<file path="config.mk">
export PLATFORM = sky130hd
export DESIGN_NAME = tone_pair_div
export DESIGN_NICKNAME = d
export VERILOG_FILES = /design/src/rtl/tone_pkg.sv /design/src/rtl/tone_prescaler.sv /design/src/rtl/tone_channel.sv /design/src/rtl/tone_pair_div.sv
export SDC_FILE = /design/constraint.sdc
export NUM_CORES = 1
export LEC_CHECK = 0
export BUFFER_PORTS_ARGS = -buffer_cell sky130_fd_sc_hd__buf_2
export CORE_ASPECT_RATIO = 0.5
export CORE_UTILIZATION = 45
export CTS_CLUSTER_DIAMETER = 40
export DETAILED_ROUTE_END_ITERATION = 8
export GPL_TIMING_DRIVEN = 0
export PLACE_DENSITY_LB_ADDON = 0.12
export SYNTH_ARGS = -nofsm -noshare
export SYNTH_HDL_FRONTEND = slang
export SYNTH_SLANG_ARGS = --single-unit
</file>
<file path="constraint.sdc">
create_clock -name clk -period 5.1 [get_ports clk]
set_input_delay 1.02 -clock clk [delete_from_list [all_inputs] [get_ports clk]]
set_output_delay 1.02 -clock clk [all_outputs]
set_load 0.01 [all_outputs]
</file>
<file path="src/rtl/tone_pkg.sv">
// Package: shared constants and group indices for the tone divider.
// Assumes a single clock domain; all values are compile-time constants.
package tone_pkg;
    localparam int unsigned TONE_PRE_DIV = 23;
    localparam int unsigned TONE_DIV_W   = 8;
    localparam int unsigned TONE_GROUPS  = 2;

    typedef enum logic {
        GRP_LO = 1'b0,
        GRP_HI = 1'b1
    } tone_grp_e;
endpackage

</file>
<file path="src/rtl/tone_prescaler.sv">
// Module: tone_prescaler
// Divides the crystal clock by PRE_DIV and emits a one-cycle tick on the
// last count. Assumes PRE_DIV >= 2 so that ticks never occur back to back.
module tone_prescaler #(
    parameter int unsigned PRE_DIV = 23
) (
    input  logic clk,
    input  logic rst_n,
    output logic tick
);
    localparam int unsigned PW = (PRE_DIV > 1) ? $clog2(PRE_DIV) : 1;
    localparam logic [PW-1:0] LAST = PW'(PRE_DIV - 1);

    logic [PW-1:0] cnt_q;

    // Free-running modulo-PRE_DIV counter.
    always_ff @(posedge clk) begin
        if (!rst_n) begin
            cnt_q <= '0;
        end else if (cnt_q == LAST) begin
            cnt_q <= '0;
        end else begin
            cnt_q <= cnt_q + 1'b1;
        end
    end

    assign tick = (cnt_q == LAST);
endmodule

</file>
<file path="src/rtl/tone_channel.sv">
// Module: tone_channel
// One tone group. It holds a software divisor register and an active copy
// of it that is reloaded only at period boundaries. It also holds a period
// counter clocked by the prescaler tick and a registered square-wave output.
// Period = cur+2 ticks; the output is high for the first (cur+2)/2 ticks.
// An active divisor of zero keeps the output low, while the counter keeps
// cycling every 2 ticks so that a new value is picked up quickly.
module tone_channel #(
    parameter int unsigned DIV_W = 8
) (
    input  logic             clk,
    input  logic             rst_n,
    input  logic             tick,
    input  logic             wr_en,
    input  logic [DIV_W-1:0] wr_data,
    output logic [DIV_W-1:0] div_q,
    output logic [DIV_W-1:0] cur_q,
    output logic             tone
);
    localparam int unsigned CW = DIV_W + 1;

    logic [CW-1:0] cnt_q;
    logic [CW-1:0] cnt_nxt;
    logic [CW-1:0] last_cnt;
    logic [CW-1:0] hi_len;
    logic          enabled;

    // Software-visible divisor register.
    always_ff @(posedge clk) begin
        if (!rst_n) begin
            div_q <= '0;
        end else if (wr_en) begin
            div_q <= wr_data;
        end
    end

    // Derived period limits for the active divisor.
    always_comb begin
        cnt_nxt  = cnt_q + 1'b1;
        last_cnt = {1'b0, cur_q} + CW'(1);
        hi_len   = ({1'b0, cur_q} + CW'(2)) >> 1;
        enabled  = |cur_q;
    end

    // Period counter, boundary reload of the active divisor, output shaping.
    always_ff @(posedge clk) begin
        if (!rst_n) begin
            cnt_q <= '0;
            cur_q <= '0;
            tone  <= 1'b0;
        end else if (tick) begin
            if (cnt_q == last_cnt) begin
                cnt_q <= '0;
                cur_q <= div_q;
                tone  <= |div_q;
            end else begin
                cnt_q <= cnt_nxt;
                tone  <= enabled && (cnt_nxt < hi_len);
            end
        end
    end
endmodule

</file>
<file path="src/rtl/tone_pair_div.sv">
// Module: tone_pair_div (top)
// Two tone groups share one prescaler and one write port. wr_sel picks the
// target group. The combined output counts how many tones are high.
// Assumes a single crystal clock and synchronous active-low reset.
module tone_pair_div #(
    parameter int unsigned PRE_DIV = tone_pkg::TONE_PRE_DIV,
    parameter int unsigned DIV_W   = tone_pkg::TONE_DIV_W
) (
    input  logic             clk,
    input  logic             rst_n,
    input  logic             wr_en,
    input  logic             wr_sel,
    input  logic [DIV_W-1:0] wr_data,
    output logic             tone_hi,
    output logic             tone_lo,
    output logic [1:0]       tone_sum
);
    localparam int unsigned NG = tone_pkg::TONE_GROUPS;

    logic             tick;
    logic [NG-1:0]    tone_v;
    logic [DIV_W-1:0] div_v [NG];
    logic [DIV_W-1:0] cur_v [NG];
    logic [DIV_W-1:0] hi_div_w;
    logic [DIV_W-1:0] hi_cur_w;

    tone_prescaler #(.PRE_DIV(PRE_DIV)) u_pre (
        .clk   (clk),
        .rst_n (rst_n),
        .tick  (tick)
    );

    for (genvar g = 0; g < NG; g++) begin : g_grp
        tone_channel #(.DIV_W(DIV_W)) u_ch (
            .clk     (clk),
            .rst_n   (rst_n),
            .tick    (tick),
            .wr_en   (wr_en && (wr_sel == 1'(g))),
            .wr_data (wr_data),
            .div_q   (div_v[g]),
            .cur_q   (cur_v[g]),
            .tone    (tone_v[g])
        );
    end

    // Route group outputs to named ports and form the combined level.
    always_comb begin
        tone_hi  = tone_v[tone_pkg::GRP_HI];
        tone_lo  = tone_v[tone_pkg::GRP_LO];
        tone_sum = {1'b0, tone_v[1]} + {1'b0, tone_v[0]};
        hi_div_w = div_v[tone_pkg::GRP_HI];
        hi_cur_w = cur_v[tone_pkg::GRP_HI];
    end
endmodule

</file>
# Yosys cells after proc, flatten, opt, wreduce, memory -nomap -nowiden

Index checks and enable logic that the tools add are counted.
Widths: inputs -> output; s select.

Bits in registers: 57
Input port bits: 12
Output and inout port bits: 4
Word-level logic and storage cells: 39

Add/subtract/negate cells: 8
Order comparisons: 2
Equal/unequal tests: 3
Multiplexer cells: 4
Bitwise logic cells: 2
Reduce and logical (&&, ||, !) cells: 11

Operators by type and width:

| operator            | number |
|---|---|
| $reduce_or 8->1     | 4 |
| $add 8x1->9 const B | 2 |
| $add 8x2->9 const B | 2 |
| $add 9x1->9 const B | 2 |
| $eq 9x9->1          | 2 |
| $lt 9x8->1          | 2 |
| $mux 9              | 2 |
| $add 5x1->5 const B | 1 |
| $eq 5x5->1 const B  | 1 |
| $logic_and 1x1->1   | 4 |
| $reduce_and 2->1    | 2 |
| $add 1x1->2         | 1 |
| $mux 1              | 2 |
| $not 1->1           | 2 |
| $reduce_or 2->1     | 1 |

# Depth between registers and ports, before layout

Gate-level depths: netlist of the first run.

Depth after elaboration: 4
Depth in mapped cells: 11
Gate-level depth less buffers: 11

# By module

From an unflattened synthesis of the first run, not the netlist that was laid out.

Cells, all modules: 447
Area total of the unflattened synthesis: 3,793.6 sq um

Modules (own cells, without submodules):

| module         | times used | cells an instance | area each (sq um) |
|---|---|---|---|
| tone_channel   | 2          | 211               | 1,745.4 |
| tone_prescaler | 1          | 22                | 274.0 |
| tone_pair_div  | 1          | 3                 | 28.8 |

# Least setup slack after synthesis of the first run

No wires, ideal clock.

Kind: reg-to-reg
Start: register g_grp[1].u_ch.cur_q[1]
End: register g_grp[1].u_ch.cur_q[0]
Library setup time: 0.121 ns
Arrival time: 2.288 ns
Slack: 2.691 ns
Stages on the path, launching flop included: 10
Buffers on the path: 2
Period minus slack after synthesis: 2.409 ns
Path through: dfxtp_1 ha_1 nand3_1 or3_1 a2111o_1 nor4_4 and2_1 buf_6 buf_12 o21ai_0

Word-level cells in the longest chain between the ends: 3

RTL lines:

| element                    | RTL line           | RTL |
|---|---|---|
| start, declared            | tone_channel.sv:17 | `output logic [DIV_W-1:0] cur_q,` |
| start signal, assigned     | tone_channel.sv:54 | `cur_q <= div_q;` |
| $add 8x1->9                | tone_channel.sv:40 | `last_cnt = {1'b0, cur_q} + CW'(1);` |
| $eq 9x9->1                 | tone_channel.sv:52 | `if (cnt_q == last_cnt) begin` |
| $reduce_and 2->1 (no line) | -                  |  |

No other way between the ends.
A chain may end at the register's enable or synchronous reset.

# Final worst setup path of the first run

Start: register g_grp[1].u_ch.cur_q[1]
End: register g_grp[1].u_ch.cur_q[7]

The elaborated chain is that of the path after synthesis.

==> impl_metrics.py, run 1 <==
metrics = {
    "timing": {
        "rsz0062_at_grt": "no",
        "finalClockSkew_ns": 0.005727,
        "fin_hold_ws_ns": 0.4594,
        "clock.fmax_mhz": 356.0,
        "setup_viol": 0,
        "finalHoldViolCount": 0,
        "period_needed_ns": 2.809,
        "fin_ws_ns": 2.291,
        "finalCritPeriodShare": 0.5508,
        "worstMarginPinSlew_ns": 0.5835,
        "slew_headroom": 0.6110,
        "drv_slew": 0,
        "setup_tns_ns": 0,
    },
    "power": {
        "power_switching_mw": 0.2297,
        "p_leak_nw": 1.501,
        "power_frac_seq": 0.427,
        "power_density_nw_per_um2": 267.1,
        "power_frac_clock": 0.534,
        "intPower_mw": 0.8503,
        "power_frac_comb": 0.039,
        "ir_worst_vdd_mv": 0.1534,
        "switching_share": 0.2127,
    },
    "die": {
        "rows": 22,
        "chipHeight_um": 64.84,
        "start_util": 0.4746,
        "die_x_um": 127.7,
        "coreArea_um2": 7487,
        "io_pins": 16,
        "dieArea_um2": 8277,
    },
    "worst_setup_path": {
        "worstSetupEndpointType": "flop",
        "crit_required_ns": 5.30,
        "path_max_fanout": 10,
        "cp-start-kind": "flop",
        "worstSetupPathType": "reg2reg",
        "r2r_slack_ns": 2.29,
        "cp.arrival_ns": 3.01,
    },
    "layout": {
        "areaGrowthSynthToFinish_pct": 13.77,
        "antenna_cells": 0,
        "fin_nets": 480,
        "post_route_cells_drive_above_1_share": 0.1094,
        "layout_common_cells": "dfxtp_1, nand2_1, nand3_1",
        "final_common_cell": "dfxtp_1",
    },
    "hold_path": {
        "hp-class": "reg2reg",
    },
    "routing": {
        "drc": 0,
        "wl_mm": 7.988,
        "avgViaCountPerCell": 5.396,
        "first_pass_iters": 4,
        "drtIter0Drc": 148,
        "num_vias": 3000,
        "wl_per_cell_um": 14.37,
        "ant_nets": 0,
    },
    "place": {
        "place_hpwl_mm": 6.064,
        "place_congestion": 0.8133,
        "io_buffers": 12,
        "place_ws_ns": 2.291,
    },
    "global_routing": {
        "grt_overflow": 0,
        "antenna_found_initial": 0,
        "grt_pass1_wl_mm": 13.59,
        "grt_use_total": 0.2129,
        "grt_max_degree": 11,
        "grt_pass1_vias": 2897,
    },
    "logic_synthesis": {
        "ys_types": 51,
        "synth_top_flop_cell": "dfxtp_1",
        "yosysWarningCount": 0,
        "seq_area_frac_synth": 0.3211,
        "ys_seq_elements": 57,
        "syn_area_per_cell_um2": 8.460,
        "syn_inst": 420,
        "synth.cell_area_um2": 3553,
        "synthArstFlopShare": 0,
        "synth_edf_count": 0,
        "synth_nets": 457,
    },
    "clocking": {
        "cts_sinks": 57,
        "clk_latency_ns": 0.33,
        "cts_root_buffer": "clkbuf_16",
        "cts_tree": "done",
        "clock_path_buffers": 2,
        "ctsHoldBuffers": 0,
        "htreeDepth": 3,
        "cts_buffers": 9,
        "clk_pin_slew_ns": 0.05,
        "post_cts_buffers": 0,
        "ctsResizeCount": 0,
    },
    "status": {
        "status": "finished, final reports clean",
    },
    "job": {
        "drv_cap": 0,
    },
}
## registers in the layout, indices dropped and copies added (netlist names)
name	cells
g_grp.u_ch.cur_q	16
g_grp.u_ch.cnt_q	18
g_grp.u_ch.tone	2
g_grp.u_ch.div_q	16
u_pre.cnt_q	5
## power groups by stage
stage | clock network, mW | registers [mW] | logic (mW)
6_report | 0.577 | 0.461 | 0.0419
5_1_grt | 0.608 | 0.462 | 0.0472
4_1_cts | 0.588 | 0.461 | 0.0422
3_5_place_dp | 0 | 0.470 | 0.0419
3_3_place_gp | 0 | 0.469 | 0.0405
2_1_floorplan | 0 | 0.468 | 0.0288
## routing by layer
layer | wire length (µm) | part of all wire | vias up | GRT usage
met5 | 0 | 0 | - | 0
met4 | 48 | 0.0060 | 0 | 0.06765
met3 | 260 | 0.033 | 6 | 0.06606
met2 | 3701 | 0.46 | 31 | 0.3490
met1 | 3976 | 0.50 | 1436 | 0.2687
li1 | - | - | 1527 | -
## final cells by class
cell class | instances | area (µm²)
Clock inverter | 2 | 10.01
Tap cell | 108 | 135.1
Sequential cell | 57 | 1141
Buffer | 27 | 133.9
Multi-Input combinational cell | 323 | 2230
Fill cell | 723 | 3445
Clock buffer | 14 | 284.0
Timing Repair Buffer | 12 | 60.06
Inverter | 13 | 48.80
## Yosys cell counts, types with 11 or more instances
library cell | instances | share of area
mux2i_1 | 17 | 0.048
o21ai_0 | 16 | 0.023
nor2_1 | 17 | 0.018
nand2_1 | 55 | 0.058
ha_1 | 25 | 0.088
xnor2_1 | 31 | 0.076
xor2_1 | 19 | 0.047
clkbuf_1 | 19 | 0.020
inv_1 | 13 | 0.014
nand3_1 | 40 | 0.056
dfxtp_1 | 57 | 0.32
nor3_1 | 11 | 0.015
## metrics by stage
stage / instance area (µm²) / power, mW / util / instances
after floorplan: 3553 / 0.4968 / - / 420
after global placement: 3749 / 0.5100 / 0.5007 / 540
after detailed placement: 3749 / 0.5118 / 0.5007 / 540
after CTS: 4043 / 1.091 / 0.5399 / 556
after global routing: 4043 / 1.117 / 0.5399 / 556
final: 4043 / 1.080 / 0.5399 / 556
## critical path, cell delays in order, from the launching register on
cell,delay [ns]
dfxtp_1,0.47
ha_1,0.35
nand3_1,0.13
or3_1,0.37
a2111o_1,0.45
nor4_4,0.36
and2_1,0.22
buf_6,0.13
buf_12,0.12
o21ai_0,0.09
## kinds of logic after synthesis
logic type               count (synthesis)  synth area share
multiplexers                            17           0.04789
AND/OR/NAND/NOR                        171            0.2472
adder cells (fa/ha/maj)                 25           0.08803
XOR/XNOR                                50            0.1232
flip-flops                              57            0.3211
AO/OA/AOI/OAI                           60            0.1211
buffers and inverters                   40           0.05141
## worst paths after layout
| kind | start | to | depth (start not counted) |
|---|---|---|---|
| max | g_grp[1].u_ch.cur_q[1] | g_grp[1].u_ch.cur_q[7] | 9 |
| min | u_pre.cnt_q[0] | u_pre.cnt_q[0] | 1 |
| max reg2reg | g_grp[1].u_ch.cur_q[1] | g_grp[1].u_ch.cur_q[7] | 9 |
| min reg2reg | u_pre.cnt_q[0] | u_pre.cnt_q[0] | 1 |
(Power assumes the default switching activity.)
==> run 2, diff against run 1 <==
Clock period 5.1 ns to 2.68 ns, I/O delays scaled along.
==> run 2 against run 1 <==
Worst hold slack is essentially flat. Sequential share of layout area shrank 0.28 points. Final area grew 1.5%. Via count shrank 0.10%. Largest cell class unchanged.
==> impl_metrics.py, run 2 (synthesized netlist as in run 1, its figures left out) <==
metrics = {
    "job": {
        "drv_cap": 0,
    },
    "layout": {
        "fill_cells": 720,
        "fin_nets": 483,
        "layout_common_cells": "nand2_1, dfxtp_1, nand3_1",
        "final_common_cell": "nand2_1",
        "multi_input_area_um2": 2260,
        "areaGrowthSynthToFinish_pct": 15.42,
        "reg_top3": "g_grp.u_ch.cnt_q: 18 flops, g_grp.u_ch.cur_q: 16 flops, g_grp.u_ch.div_q: 16 flops",
        "ff_latch_area_um2": 1146,
        "post_route_cells_drive_above_1_share": 0.1353,
        "antenna_cells": 0,
        "post-route-cell-area_um2": 4101,
        "largest_register": "g_grp.u_ch.cnt_q",
        "largest_reg_flops": 18,
    },
    "power": {
        "power_mw": 2.052,
        "ir_worst_vdd_mv": 0.2898,
        "power_frac_clock": 0.534,
        "p_leak_nw": 1.512,
        "power_frac_comb": 0.039,
        "power_frac_seq": 0.428,
        "power_switching_mw": 0.4343,
        "switching_share": 0.2116,
        "power_density_nw_per_um2": 500.4,
        "intPower_mw": 1.618,
    },
    "worst_setup_path": {
        "startpoint": "g_grp[1].u_ch.cur_q[1]",
        "r2r_end": "g_grp[1].u_ch.cur_q[2]",
        "path_max_fanout": 10,
        "r2r-start": "g_grp[1].u_ch.cur_q[1]",
        "cp-start-kind": "flop",
        "r2r_slack_ns": 0.18,
        "cp.arrival_ns": 2.70,
        "crit_required_ns": 2.88,
        "worstSetupEndpointType": "flop",
        "worstSetupPathType": "reg2reg",
        "reg2reg_depth": 9,
    },
    "routing": {
        "drtIter0Drc": 168,
        "drc": 0,
        "wl_mm": 8.033,
        "ant_nets": 0,
        "num_vias": 2997,
        "first_pass_iters": 4,
        "wl_per_cell_um": 14.37,
        "avgViaCountPerCell": 5.361,
    },
    "die": {
        "io_pins": 16,
        "die_x_um": 127.7,
        "chipHeight_um": 64.84,
        "rows": 22,
        "coreArea_um2": 7487,
        "dieArea_um2": 8277,
        "start_util": 0.4746,
    },
    "timing": {
        "finalHoldViolCount": 0,
        "rsz0062_at_grt": "no",
        "finalCritPeriodShare": 0.9345,
        "finalClockSkew_ns": 0.006324,
        "drv_slew": 0,
        "clock.fmax_mhz": 399.3,
        "worstMarginPinSlew_ns": 0.5684,
        "setup_viol": 0,
        "slew_headroom": 0.6211,
        "period_needed_ns": 2.504,
    },
    "clocking": {
        "cts_buffers": 9,
        "clk_latency_ns": 0.33,
        "clock_path_buffers": 2,
        "cts_root_buffer": "clkbuf_16",
        "cts_tree": "done",
        "cts_sinks": 57,
        "clk_pin_slew_ns": 0.05,
        "ctsHoldBuffers": 0,
        "htreeDepth": 3,
    },
    "global_routing": {
        "antenna_found_initial": 0,
        "grt_pass1_wl_mm": 13.62,
        "grt_overflow": 0,
        "grt_pass1_vias": 2896,
        "grt_max_degree": 11,
        "grt_use_total": 0.2134,
    },
    "hold_path": {
        "hold_depth": 1,
        "hp-class": "reg2reg",
        "min_from": "u_pre.cnt_q[0]",
        "min_to": "u_pre.cnt_q[0]",
    },
    "status": {
        "status": "finished, final reports clean",
    },
    "place": {
        "io_buffers": 12,
        "placed_area_um2": 3749,
        "place_congestion": 0.8133,
        "place_hpwl_mm": 6.064,
    },
}
run 2: changes by cell type in the layout (fill, tap and decap cells not counted), sizes merged:
cell / change
buf: +3
run 2: power groups by stage:
stage	clock network, mW	registers [mW]	logic, mW
after floorplan	0	0.891	0.0548
after global placement	0	0.893	0.0771
after detailed placement	0	0.894	0.0797
after CTS	1.12	0.877	0.0803
after global routing	1.16	0.879	0.0899
final	1.09	0.878	0.0797
run 2: per-stage QoR:
stage	util	setup TNS (ns)	worst slack [ns]	cells	hold WS [ns]
6_report	0.5478	0	0.1756	559	0.4594
2_1_floorplan	-	0	0.2711	420	0.4297
4_1_cts	0.5434	0	0.009350	559	0.4591
5_1_grt	0.5478	0	0.005939	559	0.4956
3_5_place_dp	0.5007	-0.9766	-0.1286	540	0.4477
3_3_place_gp	0.5007	-0.3170	-0.06336	540	0.4460
run 2: metal layers:
layer | GRT usage | routed length, µm | vias up
met2 | 0.3511 | 3721 | 32
met5 | 0 | 0 | -
met1 | 0.2692 | 4015 | 1428
met4 | 0.06618 | 41 | 0
met3 | 0.06606 | 255 | 4
li1 | - | - | 1533
run 2: area by class of cell:
class                           instances  area share
Sequential cell                        57      0.2794
Clock buffer                           14     0.06925
Inverter                               13     0.01190
Tap cell                              108     0.03295
Multi-Input combinational cell        323      0.5509
Buffer                                 27     0.03295
Timing Repair Buffer                   15     0.02013
Clock inverter                          2    0.002441
run 2: critical path: stages (launching register included):
cell and delay [ns]:
dfxtp_2 0.41, ha_4 0.20, nand3_1 0.09, or3_1 0.37, a2111o_1 0.46, nor4_4 0.30, and2_1 0.20, buf_6 0.13
buf_12 0.12, o21ai_0 0.10
run 2: worst max-delay path by stage:
stage                                   endpoint  slack [ns]  cells past startpoint
after CTS                 g_grp[1].u_ch.cur_q[2]       0.009                      9
after global placement    g_grp[1].u_ch.cur_q[2]       -0.06                      9
after detailed placement  g_grp[1].u_ch.cur_q[2]       -0.13                      9
after global routing          g_grp[1].u_ch.tone       0.006                     11
after floorplan           g_grp[1].u_ch.cur_q[0]        0.27                      9
final                     g_grp[1].u_ch.cur_q[2]        0.18                      9
run 2: what timing repair did:
action / 4_1_cts / 5_1_grt
gates resized for setup: 2 / 10
pin swaps: 1 / 0
endpoints found under the setup margin: 15 / 29
setup buffers: 3 / 0
cloned: 0 / 0
==> run 3, diff against run 2 <==
Settings changed: CELL_PAD_IN_SITES_DETAIL_PLACEMENT set to 0, CELL_PAD_IN_SITES_GLOBAL_PLACEMENT set to 2, CORE_UTILIZATION 45 to 38.
==> run 3 against run 2 <==
First-iteration DRC count grew 1.8%. Clock power grew 11%. Flip-flop and latch count is the same. Setup slack gained 0.032 ns. Core utilization shrank 8.2 points. Clock skew is essentially flat. Wire length grew 8.6%. Fmax grew 1.3%. Count of clock-buffer cells in the layout shrank 2. Largest cell class unchanged. Largest power group unchanged. Highest routed layer unchanged.
==> impl_metrics.py, run 3 (synthesized netlist as in run 1, its figures left out) <==
metrics = {
    "status": {
        "status": "finished, final reports clean",
    },
    "hold_path": {
        "hold_depth": 1,
        "hp-class": "reg2reg",
    },
    "clocking": {
        "cts_tree": "done",
        "clk_latency_ns": 0.33,
        "htreeDepth": 3,
        "clock_path_buffers": 2,
        "cts_sinks": 57,
        "cts_root_buffer": "clkbuf_16",
        "cts_buffers": 9,
        "clk_pin_slew_ns": 0.05,
    },
    "worst_setup_path": {
        "reg2reg_depth": 11,
        "worstSetupEndpoint": "g_grp[1].u_ch.tone",
        "r2r_end": "g_grp[1].u_ch.tone",
        "worstSetupPathType": "reg2reg",
        "r2r-start": "g_grp[1].u_ch.cnt_q[0]",
        "startpoint": "g_grp[1].u_ch.cnt_q[0]",
        "crit_required_ns": 2.93,
        "path_max_fanout": 7,
        "r2r_slack_ns": 0.21,
        "cp-start-kind": "flop",
        "worstSetupEndpointType": "flop",
        "cp.arrival_ns": 2.73,
    },
    "timing": {
        "finalHoldViolCount": 0,
        "worstMarginPinSlew_ns": 0.6194,
        "drv_slew": 0,
        "period_needed_ns": 2.473,
        "setup_viol": 0,
        "finalCritPeriodShare": 0.9226,
        "clock.fmax_mhz": 404.4,
        "fin_ws_ns": 0.2073,
        "finalClockSkew_ns": 0.006064,
        "setup_tns_ns": 0,
        "slew_headroom": 0.5855,
    },
    "global_routing": {
        "grt_pass1_vias": 2932,
        "grt_overflow": 0,
        "grt_pass1_wl_mm": 14.87,
        "grt_use_total": 0.1962,
        "grt_max_degree": 11,
        "antenna_found_initial": 0,
    },
    "routing": {
        "num_vias": 3035,
        "wl_mm": 8.724,
        "first_pass_iters": 5,
        "drc": 0,
        "drtIter0Drc": 171,
        "avgViaCountPerCell": 5.362,
        "wl_per_cell_um": 15.41,
        "ant_nets": 0,
    },
    "layout": {
        "fill_cells": 869,
        "final_common_cell": "nand2_1",
        "reg_top3": "g_grp.u_ch.cnt_q: 18 flops, g_grp.u_ch.cur_q: 16 flops, g_grp.u_ch.div_q: 16 flops",
        "fin_util": 0.4654,
        "post_route_cells_drive_above_1_share": 0.1359,
        "fin_nets": 482,
        "ff_latch_area_um2": 1146,
        "largest_register": "g_grp.u_ch.cnt_q",
        "antenna_cells": 0,
        "largest_reg_flops": 18,
        "layout_common_cells": "nand2_1, dfxtp_1, nand3_1",
        "areaGrowthSynthToFinish_pct": 16.41,
        "multi_input_area_um2": 2273,
    },
    "place": {
        "place_hpwl_mm": 6.665,
        "place_congestion": 0.8590,
        "io_buffers": 12,
        "place_ws_ns": -0.2118,
    },
    "die": {
        "io_pins": 16,
        "chipHeight_um": 70.38,
        "rows": 24,
        "dieArea_um2": 9766,
        "start_util": 0.3998,
        "coreArea_um2": 8889,
        "die_x_um": 138.8,
    },
    "power": {
        "power_mw": 2.167,
        "power_density_nw_per_um2": 523.8,
        "ir_worst_vdd_mv": 0.3484,
        "p_leak_nw": 1.510,
    },
    "job": {
        "drv_cap": 0,
    },
}
==> run 3: cell type report <==
| class | count | area share |
|---|---|---|
| Clock buffer | 12 | 0.05959 |
| Clock inverter | 3 | 0.01573 |
| Buffer | 27 | 0.03267 |
| Multi-Input combinational cell | 323 | 0.5496 |
| Inverter | 13 | 0.01180 |
| Tap cell | 117 | 0.03539 |
| Sequential cell | 57 | 0.2771 |
| Timing Repair Buffer | 14 | 0.01815 |
==> run 3: worst min-delay path by stage <==
| stage | start | to |
|---|---|---|
| detailed placement | u_pre.cnt_q[0] | u_pre.cnt_q[0] |
| finish | u_pre.cnt_q[0] | u_pre.cnt_q[0] |
| floorplan | u_pre.cnt_q[0] | u_pre.cnt_q[0] |
| global placement | u_pre.cnt_q[0] | u_pre.cnt_q[0] |
| CTS | u_pre.cnt_q[0] | u_pre.cnt_q[0] |
| global route | u_pre.cnt_q[0] | u_pre.cnt_q[0] |
==> run 3: timing repair <==
| action | 4_1_cts | 5_1_grt |
|---|---|---|
| hold buffers | 0 | 0 |
| setup buffers | 2 | 0 |
| resized for setup | 5 | 12 |
| pin swaps | 1 | 1 |
| setup endpoints to repair | 28 | 29 |
==> run 3: critical path, cell delays in order (launching register included) <==
cell and delay [ns]:
dfxtp_2 0.40, ha_2 0.26, nand3_2 0.14, nand2b_1 0.21, nand2_1 0.09, ha_1 0.24, a21oi_1 0.15, o21ai_1 0.12
a211o_1 0.30, o211ai_1 0.11, a311oi_2 0.16, nor3_1 0.19
==> run 3: stage by stage <==
| stage | instances | cell area [µm²] | hold slack, ns |
|---|---|---|---|
| 2_1_floorplan | 420 | 3553 | 0.4297 |
| 3_3_place_gp | 549 | 3760 | 0.4417 |
| 3_5_place_dp | 549 | 3760 | 0.4647 |
| 4_1_cts | 566 | 4104 | 0.4761 |
| 5_1_grt | 566 | 4136 | 0.4956 |
| 6_report | 566 | 4136 | 0.4678 |
==> run 3: layer usage <==
layer,track usage,up-vias,wire [µm]
li1,-,1525,-
met1,0.2681,1452,4556
met2,0.3029,47,3777
met3,0.05624,11,289
met4,0.04815,0,101
met5,0,-,0
==> run 3: power by group <==
group	leakage (nW)	internal (mW)	switching [mW]
sequential	0.464	0.864	0.0134
clock	0.153	0.831	0.378
combinational	0.893	0.0316	0.0486
